### config.mk
export PLATFORM = sky130hd
export DESIGN_NAME = irx_irq_unit
export DESIGN_NICKNAME = d
export VERILOG_FILES = /design/src/rtl/irx_irq_unit.sv
export SDC_FILE = /design/constraint.sdc
export NUM_CORES = 1
export LEC_CHECK = 0
export CAP_MARGIN = 40
export CORE_MARGIN = 1
export CORE_UTILIZATION = 35
export DETAILED_ROUTE_END_ITERATION = 16
export MAX_ROUTING_LAYER = met4
export PLACE_DENSITY = 0.61
export SLEW_MARGIN = 20
export SYNTH_ARGS = -nofsm -noshare
export SYNTH_HDL_FRONTEND = slang
export SYNTH_SLANG_ARGS = --single-unit
export TNS_END_PERCENT = 20
### constraint.sdc
create_clock -name clk -period 3.31 [get_ports clk]
set_input_delay 0.662 -clock clk [delete_from_list [all_inputs] [get_ports clk]]
set_output_delay 0.662 -clock clk [all_outputs]
set_load 0.1 [all_outputs]
### src/rtl/irx_irq_unit.sv
module irx_irq_unit #(
  parameter int ADDR_W = 3
) (
  input  logic              clk,
  input  logic              rst_n,
  input  logic [4:0]        link_evt,
  input  logic              bus_we,
  input  logic [ADDR_W-1:0] bus_addr,
  input  logic [15:0]       bus_wdata,
  output logic [15:0]       bus_rdata,
  output logic              irq
);
  localparam logic [ADDR_W-1:0] A_MODE = ADDR_W'(0);
  localparam logic [ADDR_W-1:0] A_SST  = ADDR_W'(1);
  localparam logic [ADDR_W-1:0] A_SMSK = ADDR_W'(2);
  localparam logic [ADDR_W-1:0] A_SCLR = ADDR_W'(3);
  localparam logic [ADDR_W-1:0] A_FST  = ADDR_W'(4);
  localparam logic [ADDR_W-1:0] A_FMSK = ADDR_W'(5);
  localparam logic [ADDR_W-1:0] A_FCLR = ADDR_W'(6);
  localparam logic [15:0] BANK_BITS = 16'h8B80;

  logic [1:0]  mode;
  logic [2:0]  top_m;
  logic [15:0] slow_st, fast_st, slow_msk, fast_msk;

  wire [15:0] evt_w = {link_evt[4], 3'b000, link_evt[3], 1'b0,
                       link_evt[2], link_evt[1], link_evt[0], 7'b0};
  wire slow_sel = (mode == 2'b00);
  wire fast_sel = mode[1];
  wire [15:0] wbits = bus_wdata & BANK_BITS;
  wire [15:0] slow_clr = (bus_we && bus_addr == A_SCLR) ? wbits : 16'h0;
  wire [15:0] fast_clr = (bus_we && bus_addr == A_FCLR) ? wbits : 16'h0;

  always_ff @(posedge clk) begin
    if (!rst_n) begin
      mode     <= 2'b00;
      top_m    <= 3'b111;
      slow_st  <= 16'h0;
      fast_st  <= 16'h0;
      slow_msk <= BANK_BITS;
      fast_msk <= BANK_BITS;
    end else begin
      slow_st <= (slow_st & ~slow_clr) | (slow_sel ? evt_w : 16'h0);
      fast_st <= (fast_st & ~fast_clr) | (fast_sel ? evt_w : 16'h0);
      if (bus_we) begin
        if (bus_addr == A_MODE) begin
          mode  <= bus_wdata[15:14];
          top_m <= {bus_wdata[8], bus_wdata[4], bus_wdata[0]};
        end
        if (bus_addr == A_SMSK) slow_msk <= wbits;
        if (bus_addr == A_FMSK) fast_msk <= wbits;
      end
    end
  end

  assign irq = ((|(slow_st & ~slow_msk)) & ~top_m[0]) |
               ((|(fast_st & ~fast_msk)) & ~top_m[1]);

  always_comb begin
    case (bus_addr)
      A_MODE:  bus_rdata = {mode, 5'b0, top_m[2], 3'b0, top_m[1], 3'b0, top_m[0]};
      A_SST:   bus_rdata = slow_st;
      A_SMSK:  bus_rdata = slow_msk;
      A_FST:   bus_rdata = fast_st;
      A_FMSK:  bus_rdata = fast_msk;
      default: bus_rdata = 16'h0;
    endcase
  end
endmodule

# [Word-level counts from Yosys, hierarchy flattened]
# Cells that the tools add are included.
[totals] reg_bits=47 inputBits=27 output_inout_bits=17 wordCells=41
[classes] n_eq_ne=6 n_mux=5 bitwise_logic=15 reduce_logical=9
[ops] operator="one-hot mux 16 bit (5 select lines)" n=1
[ops] operator="bitwise AND 16 bit" n=4
[ops] operator="two-way mux 16 bit" n=4
[ops] operator="inverter 16 bit" n=4
[ops] operator="OR 16 bit" n=2
[ops] operator="OR reduction 16 bit" n=2
[ops] operator="== test 3 bit (second input constant)" n=3
[ops] operator="== test 3 x 2 -> 1 bit (second input constant)" n=2
[ops] operator="AND reduction 2 bit" n=3
[ops] operator="== test 3 x 1 -> 1 bit (second input constant)" n=1
[ops] operator="logical NOT 3 bit" n=1
[ops] operator="bitwise AND 1 bit" n=2
[ops] operator="logical AND 1 bit" n=2
[ops] operator="logical NOT 2 bit" n=1
[ops] operator="inverter 1 bit" n=2
[ops] operator="OR 1 bit" n=1

# [Depth between registers and ports, before layout]
[logic_depth] ltp_word=6 depth_mapped=6

# [Worst setup path before layout]
# No wires, ideal clock.
[synth_path] path_kind="input-to-output" startpoint="input port bus_addr[2]" endpoint="output port bus_rdata[15]" arrival_time_ps=3260 required_time_ps=2648 path_slack_ps=-612 stages=4 path_cell_list="buf_4 mux4_2 inv_1 o21ai_0"
[synth_between] elab_chain_len=2 elab_cells_between_ends=6 cone_classes="eq/ne: 4; mux: 1; reduce/logical: 1"
[synth_lines] element="start: declaration" line_no="8" source="input logic [ADDR_W-1:0] bus_addr,"
[synth_lines] element="== test 3 bit, or another cell as far along" line_no="60" source="case (bus_addr)"
[synth_lines] element="one-hot mux 16 bit (5 select lines) (*)" line_no="60"
[synth_lines] element="end: declaration" line_no="10" source="output logic [15:0] bus_rdata,"
# Mark *: on every way between the ends. The rest lies on a longest branch, timed or not.

# [Worst setup path in the final report]
[layout_path] startpoint="input port bus_addr[2]" endpoint="output port bus_rdata[8]"
# Same word-level chain as after synthesis.

==> reports/metrics.csv <==
metric,value,unit
layout cells sized above 1,0.112,
ant diodes,0,
Ports,44,
fmax,0.330,GHz
register bit total from synthesis,25,
port bufs,27,
Final Hold Fails,0,
largest net degree at the start of global routing,26,
CTS tree,yes,
switching pwr,0.248,mW
H-tree depth,1,
internal power,0.469,mW
max-cap viol count,0,
fin crit share,0.916,
final wirelength,2940,um
first-pass GRT wire length,4860,um
Worst Setup Start Kind,primary input,
VDD IR-drop max,0.000273,V
ys flop type,dfxtp_1,
core area,3660,sq um
switch share,0.345,
clk buf depth,2,
Post-DP HPWL,2250,um
final worst setup slack,0.279,ns
1st-iter DRT viols,30,
register area share after synthesis,0.377,
post-layout min period,3.03,ns
Rel. slew slack,0.468,
1st-pass router iterations,4,
Post-synth top cells,"nand2_1 (28), dfxtp_1 (25), o21ai_0 (16), inv_1 (15), nor2b_1 (10)",
initial antenna violation count,0,
leakage power,0.686,nW
CP Class,primary input to primary output,
Design Power,0.717,mW
number of antenna-violating nets in the routed design,0,
Worst Skew,0.00569,ns
die width,63.6,um
pre-CTS setup slack,0.249,ns
Synth warnings,0,
Comb power frac,0.286,
die area,4050,sq um
Synth area leader,dfxtp_1,
CTS Hold Bufs,0,
Critical Path RT,2.65,ns
WL/cell,12.4,um
nets,216,
Die Ht,63.6,um
"Arr. time, crit path",2.37,ns
Layout area overhead,30.3,%
final core occ,0.473,
cells after synthesis,163,
crit end category,primary output,
number of global-route vias before repair,1032,
endpoints failing setup,0,
power share of the sequential group,0.445,
post-synth cell types,28,
total grt overflow,0,
Vias per Instance,4.90,
"Async S/R FF share, synth",0,
Sink Count,25,
# rows,22,
Avg Synthesized Cell Area,8.15,sq um
"Cell Area, Synth",1330,sq um
"top cells by area, synth","dfxtp_1 (38%), nand2_1 (7.9%), o21ai_0 (6.0%), buf_4 (5.1%), nor2b_1 (4.7%)",
RSZ-0062 raised after global routing,false,
DR DRC count,0,
vias after detailed routing,1156,
clock power share,0.269,
worst skew pair latency,0.28,ns
Post-CTS Setup Bufs,0,
worst min path class,flop to flop,
initial core utilization,0.363,
pins over their slew limit,0,
Synth top area share,0.377,
All-Layer GR Usage,0.158,
total CTS buffers,3,
GPL Wtd Cong,0.841,
CTS resizes,0,
Worst-path clk slew,0.10,ns
status,"finished, final reports clean",
"count leader, synth",nand2_1,
DP Area,1680,sq um
number of synthesized flops with an enable pin,0,
Final Cell Area,1730,sq um
root buffer cell,clkbuf_8,
CP Max Fanout,10,
Power Density,414,nW/um^2
worst-margin pin slew,0.795,ns
[worst max-delay path, stage by stage]
cell,delay [ns]
clkdlybuf4s50_1,0.72
mux4_2,0.57
inv_1,0.06
o21ai_0,0.12
buf_12,0.23
[power groups by stage]
stage / registers, mW / logic, mW / clock network (mW)
final: 0.319 / 0.205 / 0.193
after global routing: 0.321 / 0.215 / 0.213
after CTS: 0.319 / 0.205 / 0.201
after detailed placement: 0.326 / 0.205 / 0
after global placement: 0.326 / 0.203 / 0
after floorplan: 0.323 / 0.147 / 0
[per-layer routing]
metal	global-route usage	wire length [um]	share of wire	vias to the layer above
li1	-	-	-	592
met2	0.249	1380	0.47	41
met5	-	0	0	-
met3	0.0417	170	0.058	2
met4	0.0483	13	0.0044	0
met1	0.196	1370	0.47	521
[path summary, 6_finish.rpt]
| kind | start | cells after the start | slack (ns) | end |
|---|---|---|---|---|
| worst min-delay path | top_m[2] | 2 | 0.48 | top_m[2] |
| worst min register to register | top_m[2] | 2 | 0.48 | top_m[2] |
| worst max-delay path | bus_addr[2] | 5 | 0.28 | bus_rdata[8] |
| worst max register to register | mode[1] | 3 | 2.23 | slow_st[11] |
[flip-flops by register name, summed over array words and instances, names as in the netlist]
signal,cells
top_m,3
slow_msk,5
mode,2
slow_st,5
fast_st,5
fast_msk,5
[layout by cell type (no fill, tap or decap)]
cell             instances
and2_1                   3
nand4b_2                 1
clkdlybuf4s50_1         18
nor4bb_1                 1
nand3_1                  5
a21oi_1                  4
clkbuf_8                 3
mux2i_1                  5
nor2_1                   2
o22ai_1                  5
nand4b_1                 1
mux4_2                   2
nor3_1                   3
nor2b_1                 10
buf_12                   8
inv_6                    1
dfxtp_1                 25
inv_1                   15
buf_4                    4
nor4b_4                  1
a22oi_1                  6
conb_1                   8
o21ai_0                 15
a21boi_0                 5
and4b_1                  1
nand2_1                 28
mux2_2                   1
o21ai_1                  2
o211ai_1                 5
[metrics by stage]
step / setup TNS, ns / instances / hold WS [ns]
6_report: 0 / 236 / 0.484
5_1_grt: 0 / 236 / 0.541
4_1_cts: 0 / 236 / 0.489
3_5_place_dp: 0 / 232 / 0.462
3_3_place_gp: 0 / 232 / 0.476
2_1_floorplan: -2.16 / 170 / 0.437
[cells by family after synthesis]
logic type             count (synthesis)  share of synthesized area
AND/OR/NAND/NOR                       56                      0.227
AO/OA/AOI/OAI                         42                      0.193
buffers and inverters                 31                      0.121
flip-flops                            25                      0.377
multiplexers                           8                     0.0800
other                                  1                    0.00282
[layout make-up]
cell class              instances  area (sq um)
clock buffers                   3          41.3
clock inverters                 1          8.76
fillers                       366          1930
flip-flops and latches         25           500
well taps                      48          60.1
multi-input cells             114           694
inverters                      15          56.3
repair buffers                 30           370
(Power assumes the default switching activity.)
